**src/rtl/lnkstat_pkg.sv**
```systemverilog
package lnkstat_pkg;

    typedef enum logic [1:0] {
        ST_IDLE   = 2'd0,
        ST_MANUAL = 2'd1,
        ST_TIMED  = 2'd2
    } run_state_t;

    localparam logic [7:0] OFS_CTRL = 8'h10;
    localparam logic [7:0] OFS_LO   = 8'h14;
    localparam logic [7:0] OFS_HI   = 8'h18;

    localparam logic [7:0] REP_CYCLES    = 8'h00;
    localparam logic [7:0] REP_RES_FIRST = 8'h01;
    localparam logic [7:0] REP_PL_FIRST  = 8'h20;

    localparam logic [7:0] DUR_MANUAL = 8'h00;
    localparam logic [7:0] DUR_1MS    = 8'h01;
    localparam logic [7:0] DUR_10MS   = 8'h02;
    localparam logic [7:0] DUR_100MS  = 8'h03;
    localparam logic [7:0] DUR_1S     = 8'h04;
    localparam logic [7:0] DUR_2S     = 8'h05;
    localparam logic [7:0] DUR_4S     = 8'h06;
    localparam logic [7:0] DUR_4US    = 8'hFF;

endpackage

```
**src/rtl/lnkstat_win_timer.sv**
```systemverilog
module lnkstat_win_timer
    import lnkstat_pkg::*;
#(
    parameter longint unsigned CLK_HZ = 250_000_000
) (
    input  logic       clk,
    input  logic       rst_n,
    input  logic       load,
    input  logic [7:0] dur_code,
    input  logic       tick,
    output logic       is_timed,
    output logic       expire
);
    localparam int WIN_W = $clog2(CLK_HZ * 4 + 1) + 1;

    function automatic logic [WIN_W-1:0] win_len(input logic [7:0] c);
        longint unsigned t;
        case (c)
            DUR_1MS:   t = CLK_HZ / 1000;
            DUR_10MS:  t = CLK_HZ / 100;
            DUR_100MS: t = CLK_HZ / 10;
            DUR_1S:    t = CLK_HZ;
            DUR_2S:    t = CLK_HZ * 2;
            DUR_4S:    t = CLK_HZ * 4;
            DUR_4US:   t = (CLK_HZ * 4) / 1_000_000;
            default:   t = 0;
        endcase
        if (t == 0 && c != DUR_MANUAL && (c <= DUR_4S || c == DUR_4US))
            t = 1;
        return t[WIN_W-1:0];
    endfunction

    logic [WIN_W-1:0] remain;

    always_comb begin
        is_timed = (dur_code >= DUR_1MS && dur_code <= DUR_4S) || (dur_code == DUR_4US);
    end

    always_ff @(posedge clk or negedge rst_n) begin
        if (!rst_n)
            remain <= '0;
        else if (load)
            remain <= win_len(dur_code);
        else if (tick && remain != '0)
            remain <= remain - 1'b1;
    end

    assign expire = tick && (remain == WIN_W'(1));

    assert_window_live_R8: assert property (@(posedge clk) disable iff (!rst_n)
        tick |-> remain != '0);
    assert_load_len_R8: assert property (@(posedge clk) disable iff (!rst_n)
        (load && is_timed) |=> remain != '0);

endmodule

```
**src/rtl/lnkstat_inc_sel.sv**
```systemverilog
module lnkstat_inc_sel
    import lnkstat_pkg::*;
#(
    parameter int NUM_RES = 9,
    parameter int NUM_PL  = 4,
    parameter int UNIT_W  = 5
) (
    input  logic                     clk,
    input  logic                     rst_n,
    input  logic [7:0]               rep,
    input  logic [NUM_RES-1:0]       res_onehot,
    input  logic [NUM_PL-1:0]        pl_vld,
    input  logic [NUM_PL*UNIT_W-1:0] pl_units,
    output logic [UNIT_W-1:0]        inc
);
    logic [NUM_RES-1:0] res_hit;
    logic [UNIT_W-1:0]  pl_term [NUM_PL];

    for (genvar k = 0; k < NUM_RES; k++) begin : g_res
        localparam logic [7:0] CODE = 8'(int'(REP_RES_FIRST) + k);
        assign res_hit[k] = (rep == CODE) && res_onehot[k];
    end

    for (genvar i = 0; i < NUM_PL; i++) begin : g_pl
        localparam logic [7:0] CODE = 8'(int'(REP_PL_FIRST) + i);
        assign pl_term[i] = (rep == CODE && pl_vld[i]) ? pl_units[i*UNIT_W +: UNIT_W] : '0;
    end

    always_comb begin
        inc = (rep == REP_CYCLES || |res_hit) ? UNIT_W'(1) : '0;
        for (int i = 0; i < NUM_PL; i++)
            inc = inc | pl_term[i];
    end

    assert_res_single_R5: assert property (@(posedge clk) disable iff (!rst_n)
        (rep >= REP_RES_FIRST && rep < 8'(int'(REP_RES_FIRST) + NUM_RES)) |-> inc <= UNIT_W'(1));

endmodule

```
**src/rtl/lnkstat_window_ctr.sv**
```systemverilog
module lnkstat_window_ctr
    import lnkstat_pkg::*;
#(
    parameter longint unsigned CLK_HZ = 250_000_000,
    parameter int NUM_RES = 9,
    parameter int NUM_PL  = 4,
    parameter int UNIT_W  = 5
) (
    input  logic                     clk,
    input  logic                     rst_n,
    input  logic [7:0]               reg_addr,
    input  logic                     reg_we,
    input  logic [31:0]              reg_wdata,
    output logic [31:0]              reg_rdata,
    input  logic [NUM_RES-1:0]       res_onehot,
    input  logic [NUM_PL-1:0]        pl_vld,
    input  logic [NUM_PL*UNIT_W-1:0] pl_units
);
    localparam int CNT_W = 64;

    run_state_t        state, state_nxt;
    logic [7:0]        rep_q, dur_q;
    logic [CNT_W-1:0]  cnt;
    logic [UNIT_W-1:0] inc;
    logic              ctl_wr, start, stop, tick, is_timed, expire;
    logic              unused_wbits;

    assign unused_wbits = ^{reg_wdata[23:16], reg_wdata[7:1]};

    assign ctl_wr = reg_we && (reg_addr == OFS_CTRL);
    assign start  = ctl_wr && reg_wdata[0];
    assign stop   = ctl_wr && !reg_wdata[0];
    assign tick   = (state == ST_TIMED) && !ctl_wr;

    lnkstat_win_timer #(.CLK_HZ(CLK_HZ)) u_timer (
        .clk      (clk),
        .rst_n    (rst_n),
        .load     (start),
        .dur_code (reg_wdata[15:8]),
        .tick     (tick),
        .is_timed (is_timed),
        .expire   (expire)
    );

    lnkstat_inc_sel #(.NUM_RES(NUM_RES), .NUM_PL(NUM_PL), .UNIT_W(UNIT_W)) u_sel (
        .clk        (clk),
        .rst_n      (rst_n),
        .rep        (rep_q),
        .res_onehot (res_onehot),
        .pl_vld     (pl_vld),
        .pl_units   (pl_units),
        .inc        (inc)
    );

    // State register
    always_ff @(posedge clk or negedge rst_n) begin
        if (!rst_n) state <= ST_IDLE;
        else        state <= state_nxt;
    end

    // Transitions
    always_comb begin
        state_nxt = state;
        if (start)
            state_nxt = is_timed ? ST_TIMED : ST_MANUAL;
        else if (stop)
            state_nxt = ST_IDLE;
        else begin
            unique case (state)
                ST_IDLE:   state_nxt = ST_IDLE;
                ST_MANUAL: state_nxt = ST_MANUAL;
                ST_TIMED:  state_nxt = expire ? ST_IDLE : ST_TIMED;
                default:   state_nxt = ST_IDLE;
            endcase
        end
    end

    // Control fields and accumulator
    always_ff @(posedge clk or negedge rst_n) begin
        if (!rst_n) begin
            rep_q <= '0;
            dur_q <= '0;
            cnt   <= '0;
        end else begin
            if (ctl_wr) begin
                rep_q <= reg_wdata[31:24];
                dur_q <= reg_wdata[15:8];
            end
            if (start)
                cnt <= '0;
            else if (state != ST_IDLE && !ctl_wr)
                cnt <= cnt + CNT_W'(inc);
        end
    end

    // Outputs
    always_comb begin
        unique case (reg_addr)
            OFS_CTRL: reg_rdata = {rep_q, 8'h00, dur_q, 7'h00, state != ST_IDLE};
            OFS_LO:   reg_rdata = cnt[31:0];
            OFS_HI:   reg_rdata = cnt[63:32];
            default:  reg_rdata = '0;
        endcase
    end

    assert_clear_on_start_R3: assert property (@(posedge clk) disable iff (!rst_n)
        start |=> cnt == '0);
    assert_accumulate_R4: assert property (@(posedge clk) disable iff (!rst_n)
        (state != ST_IDLE && !ctl_wr) |=> cnt == $past(cnt) + CNT_W'($past(inc)));
    assert_idle_hold_R4: assert property (@(posedge clk) disable iff (!rst_n)
        (state == ST_IDLE && !ctl_wr) |=> ($stable(cnt) && state == ST_IDLE));
    assert_self_stop_R8: assert property (@(posedge clk) disable iff (!rst_n)
        (state == ST_TIMED && expire) |=> state == ST_IDLE);
    assert_manual_persists_R9: assert property (@(posedge clk) disable iff (!rst_n)
        (state == ST_MANUAL && !ctl_wr) |=> state == ST_MANUAL);
    assert_restart_R10: assert property (@(posedge clk) disable iff (!rst_n)
        (state != ST_IDLE && start) |=> (cnt == '0 && state != ST_IDLE));

endmodule

```
**config.mk**
```make
export PLATFORM = sky130hd
export DESIGN_NAME = lnkstat_window_ctr
export DESIGN_NICKNAME = d
export VERILOG_FILES = /design/src/rtl/lnkstat_pkg.sv /design/src/rtl/lnkstat_win_timer.sv /design/src/rtl/lnkstat_inc_sel.sv /design/src/rtl/lnkstat_window_ctr.sv
export SDC_FILE = /design/constraint.sdc
export NUM_CORES = 1
export LEC_CHECK = 0
export BUFFER_PORTS_ARGS = -buffer_cell sky130_fd_sc_hd__buf_2
export CAP_MARGIN = 40
export CORE_ASPECT_RATIO = 0.8
export CORE_MARGIN = 5
export CORE_UTILIZATION = 45
export CTS_BUF_LIST = sky130_fd_sc_hd__clkbuf_4
export CTS_CLUSTER_DIAMETER = 40
export DETAILED_ROUTE_END_ITERATION = 6
export PLACE_DENSITY_LB_ADDON = 0.1
export RECOVER_POWER = 50
export SYNTH_ARGS = -nofsm -noshare
export SYNTH_HDL_FRONTEND = slang
export SYNTH_SLANG_ARGS = --single-unit
```
**constraint.sdc**
```tcl
create_clock -name clk -period 4.8 [get_ports clk]
set_input_delay 0.96 -clock clk [delete_from_list [all_inputs] [get_ports clk]]
set_output_delay 0.96 -clock clk [all_outputs]
set_load 0.005 [all_outputs]
```
After elaboration in Yosys (flattened, before gate mapping)
Index checks and enable logic that the tools add are counted.
{"block": "totals", "register_bits": 113, "input_bits": 76, "out_inout_bits": 32, "elab_cells": 93}
{"block": "classes", "addsub": 2, "order_cmp": 2, "eq_ne": 26, "n_mux": 18, "bitwise_logic": 4, "n_reduce_logical": 36}
{"op": "one-hot mux 30 bit (7 select lines)", "n": 1}
{"op": "2-to-1 mux 64 bit", "n": 3}
{"op": "one-hot mux 32 bit (3 select lines)", "n": 1}
{"op": "2-to-1 mux 31 bit", "n": 3}
{"op": "adder 64 x 5 -> 64 bit", "n": 1}
{"op": "zero test 64 bit", "n": 1}
{"op": "== test 8 x 3 -> 1 bit, second input constant", "n": 7}
{"op": "== test 8 x 2 -> 1 bit, second input constant", "n": 4}
{"op": "== test 8 x 6 -> 1 bit, second input constant", "n": 4}
{"op": "== test 31 x 1 -> 1 bit, second input constant", "n": 1}
{"op": "nonzero test 31 bit", "n": 1}
{"op": "subtractor 31 x 1 -> 31 bit, second input constant", "n": 1}
{"op": "== test 8 x 5 -> 1 bit, second input constant", "n": 3}
{"op": "logical AND 1 bit", "n": 23}
{"op": "2-to-1 mux 5 bit", "n": 4}
{"op": "bitwise OR 5 bit", "n": 4}
{"op": "== test 8 x 1 -> 1 bit, second input constant", "n": 2}
{"op": "== test 8 x 4 -> 1 bit, second input constant", "n": 2}
{"op": "OR reduction 9 bit", "n": 1}
{"op": "== test 8 bit, second input constant", "n": 1}
{"op": "greater-or-equal comparator 8 x 1 -> 1 bit, second input constant", "n": 1}
{"op": "less-or-equal comparator 8 x 3 -> 1 bit, second input constant", "n": 1}
{"op": "zero test 8 bit", "n": 1}
{"op": "2-to-1 mux 2 bit", "n": 4}
{"op": "other kinds (8)", "n": 13}

Logic depth before layout (Yosys ltp)
{"block": "logic_depth", "depth_word": 12, "ltp_mapped": 17}

By module
From an unflattened synthesis, not the netlist that was laid out.
{"block": "unflattened", "cells_unflattened": 903, "area_unflattened_um2": 7877.6}
{"mod": "lnkstat_window_ctr", "instances": 1, "cells_per_inst": 589, "area_each_um2": 5300.1, "seq_area_each_um2": 2052.0}
{"mod": "lnkstat_win_timer", "instances": 1, "cells_per_inst": 266, "area_each_um2": 2253.4, "seq_area_each_um2": 775.7}
{"mod": "lnkstat_inc_sel", "instances": 1, "cells_per_inst": 48, "area_each_um2": 324.1, "seq_area_each_um2": 0.0}

Least setup slack after synthesis
Ideal clock, no wire load.
{"block": "synth_path", "kind": "input -> output", "startpoint": "input port reg_addr[5]", "endpoint": "output port reg_rdata[16]", "t_arrival_ns": 2.946, "required_time_ns": 3.840, "slack_ns": 0.894, "cell_stages": 7, "path_buffers": 3, "path_cell_list": "or4b_1 > buf_2 > or2_2 > clkbuf_1 > nor3b_1 > buf_2 > a22o_1"}
{"block": "synth_between", "elab_chain_cells": 2, "word_cells_on_any_way": 4, "cone_classes": "eq/ne (3); mux (1)"}
{"item": "start, declared", "line_no": "lnkstat_window_ctr.sv:11", "source": "input logic [7:0] reg_addr,"}
{"item": "== test 8 x 5 -> 1 bit", "line_no": "lnkstat_window_ctr.sv:98", "source": "unique case (reg_addr)"}
{"item": "one-hot mux 32 bit (3 select lines) *", "line_no": "lnkstat_window_ctr.sv:98"}
{"item": "end, declared", "line_no": "lnkstat_window_ctr.sv:14", "source": "output logic [31:0] reg_rdata,"}
Mark *: on every way between the ends. The rest lies on a longest branch, timed or not.

Worst setup path after layout
{"block": "layout_path", "startpoint": "register rep_q[3]", "endpoint": "register cnt[40]"}
{"block": "layout_between", "elab_chain_cells": 12, "word_cells_on_any_way": 41, "cone_classes": "add/sub (1); eq/ne (13); mux (7); bitwise (4); reduce/logical (16)"}
{"item": "start, declared", "line_no": "lnkstat_window_ctr.sv:22", "source": "logic [7:0] rep_q, dur_q;"}
{"item": "start signal, assigned", "line_no": "lnkstat_window_ctr.sv:86", "source": "rep_q <= reg_wdata[31:24];"}
{"item": "== test 8 x 1 -> 1 bit (tied with other cells)", "line_no": "lnkstat_inc_sel.sv:21", "source": "assign res_hit[k] = (rep == CODE) && res_onehot[k];"}
{"item": "logical AND 1 bit", "line_no": "lnkstat_inc_sel.sv:21"}
{"item": "OR reduction 9 bit", "line_no": "lnkstat_inc_sel.sv:30", "source": "inc = (rep == REP_CYCLES || |res_hit) ? UNIT_W'(1) : '0;"}
{"item": "logical OR 1 bit", "line_no": "lnkstat_inc_sel.sv:30"}
{"item": "2-to-1 mux 1 bit", "line_no": "lnkstat_inc_sel.sv:30"}
{"item": "bitwise OR 5 bit (3 in series)", "line_no": "lnkstat_inc_sel.sv:32", "source": "inc = inc | pl_term[i];"}
{"item": "bitwise OR 5 bit *", "line_no": "lnkstat_inc_sel.sv:32"}
{"item": "adder 64 x 5 -> 64 bit *", "line_no": "lnkstat_window_ctr.sv:92", "source": "cnt <= cnt + CNT_W'(inc);"}
{"item": "2-to-1 mux 64 bit *", "line_no": "lnkstat_window_ctr.sv:91", "source": "else if (state != ST_IDLE && !ctl_wr)"}
{"item": "2-to-1 mux 64 bit *", "line_no": "lnkstat_window_ctr.sv:89", "source": "if (start)"}
{"item": "end signal, assigned", "line_no": "lnkstat_window_ctr.sv:92"}
{"item": "end, declared", "line_no": "lnkstat_window_ctr.sv:23", "source": "logic [CNT_W-1:0] cnt;"}
Mark *: on every way between the ends. The rest lies on a longest branch, timed or not. The select of a mux whose other input is x is not followed.
A chain may end at the register's enable or synchronous reset.

==> flow_metrics.env <==
export IMPL_gp_congestion=0.860
export IMPL_grt_max_degree=52
export IMPL_leakage_nw=3.51
export IMPL_h_tree_depth=4
export IMPL_slowest_delay_ps=470
export IMPL_cp_required_ps=5240
export IMPL_hpwl_um=16700
export IMPL_async_reset_ff_frac=1.00
export IMPL_fin_tns_setup_ps=0
export IMPL_antenna_found_initial=0
export IMPL_fin_nets=1064
export IMPL_hold_class="reg -> reg"
export IMPL_die_w_um=154
export IMPL_hold_slack_ps=491
export IMPL_io_pins=108
export IMPL_critPathCaptureType="flop"
export IMPL_ir_drop_mv=0.180
export IMPL_cp_num_buf_inv=2
export IMPL_crit_chain="nor2_1 > nand2_1 > nor4_1 > and4b_1 > a222oi_1 > nand3_1 > ha_1 > inv_1 > fa_1 > nand2b_1 > nand2b_1 > a41oi_2 > buf_4 > nor4_1 > xnor2_1 > nor2_1"
export IMPL_yosysMostFrequentCell="nor2_1"
export IMPL_clkSinkCount=113
export IMPL_crit_path_start_kind="flop"
export IMPL_die_area_um2=19200
export IMPL_synthCells=910
export IMPL_synth_edff_count=0
export IMPL_post_cts_resized=0
export IMPL_drtPass1Iterations=5
export IMPL_synth_seq_area_share=0.381
export IMPL_grt_first_pass_wirelength_um=36300
export IMPL_syn_area_per_cell_um2=8.16
export IMPL_tightestPinTransition_ps=1640
export IMPL_relSlewSlack=-0.0954
export IMPL_fmax_mhz=235
export IMPL_grt_usage=0.237
export IMPL_cp_max_fo=16
export IMPL_cts_clk_slew_worst_paths_ps=110
export IMPL_power_density_nw_per_um2=286
export IMPL_synth_seq_cells=113
export IMPL_drc_errors=0
export IMPL_vias_per_cell=5.85
export IMPL_io_buffers=92
export IMPL_drive_above_1_share=0.152
export IMPL_outcome="finished, violations left"
export IMPL_synth_area_um2=7430
export IMPL_fin_area_um2=8330
export IMPL_cts_tree="yes"
export IMPL_synth_area_leader_cell="dfrtp_1"
export IMPL_syn_num_nets=997
export IMPL_ctsHoldBuffers=0
export IMPL_violations="max-capacitance violations, max-slew violations"
export IMPL_synth_top_area_frac=0.381
export IMPL_antennaDiodeCount=0
export IMPL_critPathSlowestCell="dfrtp_1"
export IMPL_num_rows=42
export IMPL_layout_min_cycle_time_ps=4250
export IMPL_finClkSkew_ps=20.3
export IMPL_core_area_um2=16400
export IMPL_drv_cap=1
export IMPL_ant_nets=0
export IMPL_ys_flop_type="dfrtp_1"
export IMPL_overflow=0
export IMPL_die_y_um=125
export IMPL_clock_latency_ps=550
export IMPL_critPathTopFamily="simple AND/OR/NAND/NOR gates"
export IMPL_placed_area_um2=8090
export IMPL_post_cts_buffers=0
export IMPL_rsz0062_at_grt="false"
export IMPL_first_iter_violations=781
export IMPL_synth_cell_types=59
export IMPL_worstPathArrival_ps=4690
export IMPL_drt_wl_total_um=22800
export IMPL_ys_top_cells_by_count="nor2_1, dfrtp_1, nand2_1"
export IMPL_start_util=0.453
export IMPL_yosysWarnings=0
export IMPL_setup_viol=0
export IMPL_cts_max_path_buffers=2
export IMPL_fillers=1652
export IMPL_slew_viol_final=23
export IMPL_critPathKind="reg -> reg"
export IMPL_cts_root_buffer="clkbuf_4"
export IMPL_routedWlPerCell_um=18.9
export IMPL_finalCritPeriodShare=0.885
export IMPL_hold_violations=0
export IMPL_grt_pass1_vias=6525
export IMPL_via_count=7073
export IMPL_yosys_top_cells_area="dfrtp_1, xnor2_1, nor2_1, nand2_1, nor4_1"
export IMPL_numCtsBuffers=17
export IMPL_syn_to_final_growth_pct=12.1
[path summary, 6_finish.rpt]
path	start	end	slack [ps]	depth (start not counted)
max	rep_q[3]	cnt[40]	550	16
min	dur_q[1]	dur_q[1]	490	2
max reg2reg	rep_q[3]	cnt[40]	550	16
min reg2reg	dur_q[1]	dur_q[1]	490	2
max in group asynchronous	rst_n	rep_q[6]	2000	3
min in group asynchronous	rst_n	u_timer.remain[30]	700	1
[sequential cells by signal (all words and copies together) (netlist names)]
name,cells
dur_q,8
u_timer.remain,31
state,2
rep_q,8
cnt,64
[placed cells by master, fill, tap and decap left out, types with 20 or more instances in the layout]
| cell | n |
|---|---|
| xnor2_1 | 73 |
| buf_2 | 90 |
| dfrtp_1 | 113 |
| o21ai_0 | 23 |
| nor4_1 | 56 |
| mux2i_1 | 20 |
| nand4_1 | 26 |
| inv_1 | 27 |
| nor3_1 | 33 |
| nand3_1 | 37 |
| nor2_1 | 130 |
| a21oi_1 | 53 |
| nand2_1 | 99 |
[power breakdown]
part	switching [mW]	internal (mW)
sequential	0.135	1.07
combinational	0.259	0.217
clock	0.388	0.309
total	0.782	1.60
[layout make-up]
cell class	count	area, um2	share of cell area
Multi-Input combinational cell	709	4270	0.513
Sequential cell	113	2830	0.340
Timing Repair Buffer	108	583	0.0700
Tap cell	220	275	0.0331
Clock buffer	19	143	0.0171
Clock inverter	13	120	0.0144
Inverter	28	105	0.0126
[per-layer routing]
layer	GRT usage	routed length [um]
met1	0.363	11200
met2	0.341	9610
met3	0.0556	1800
met4	0.0493	178
met5	0	0
[worst reg2reg max path: cells and delay by family, from the launching register on]
| kind | cells | cell delay [ps] |
|---|---|---|
| simple gates | 9 | 1950 |
| fa+ha+maj | 2 | 570 |
| compound gates | 2 | 530 |
| flops | 1 | 470 |
| buf+inv | 2 | 430 |
| xor+xnor | 1 | 170 |
[logic make-up (layout without fill, tap and decap cells)]
family	after synthesis	in the layout	synth area share
AND/OR/NAND/NOR	460	460	0.312
XOR/XNOR	80	80	0.0943
flip-flops	113	113	0.381
multiplexers	22	22	0.0300
AO/OA/AOI/OAI	136	136	0.118
buffers and inverters	88	168	0.0455
adder cells (fa/ha/maj)	11	11	0.0195
[through the flow]
step / utilization / std cells / setup WS [ps] / power [mW]
5_1_grt: 0.508 / 1210 / 230 / 2.53
6_report: 0.508 / 1210 / 551 / 2.38
2_1_floorplan: - / 910 / 894 / 1.53
3_5_place_dp: 0.494 / 1178 / 625 / 1.70
4_1_cts: 0.510 / 1210 / 596 / 2.41
3_3_place_gp: 0.492 / 1176 / 626 / 1.69
(Power assumes the default switching activity.)
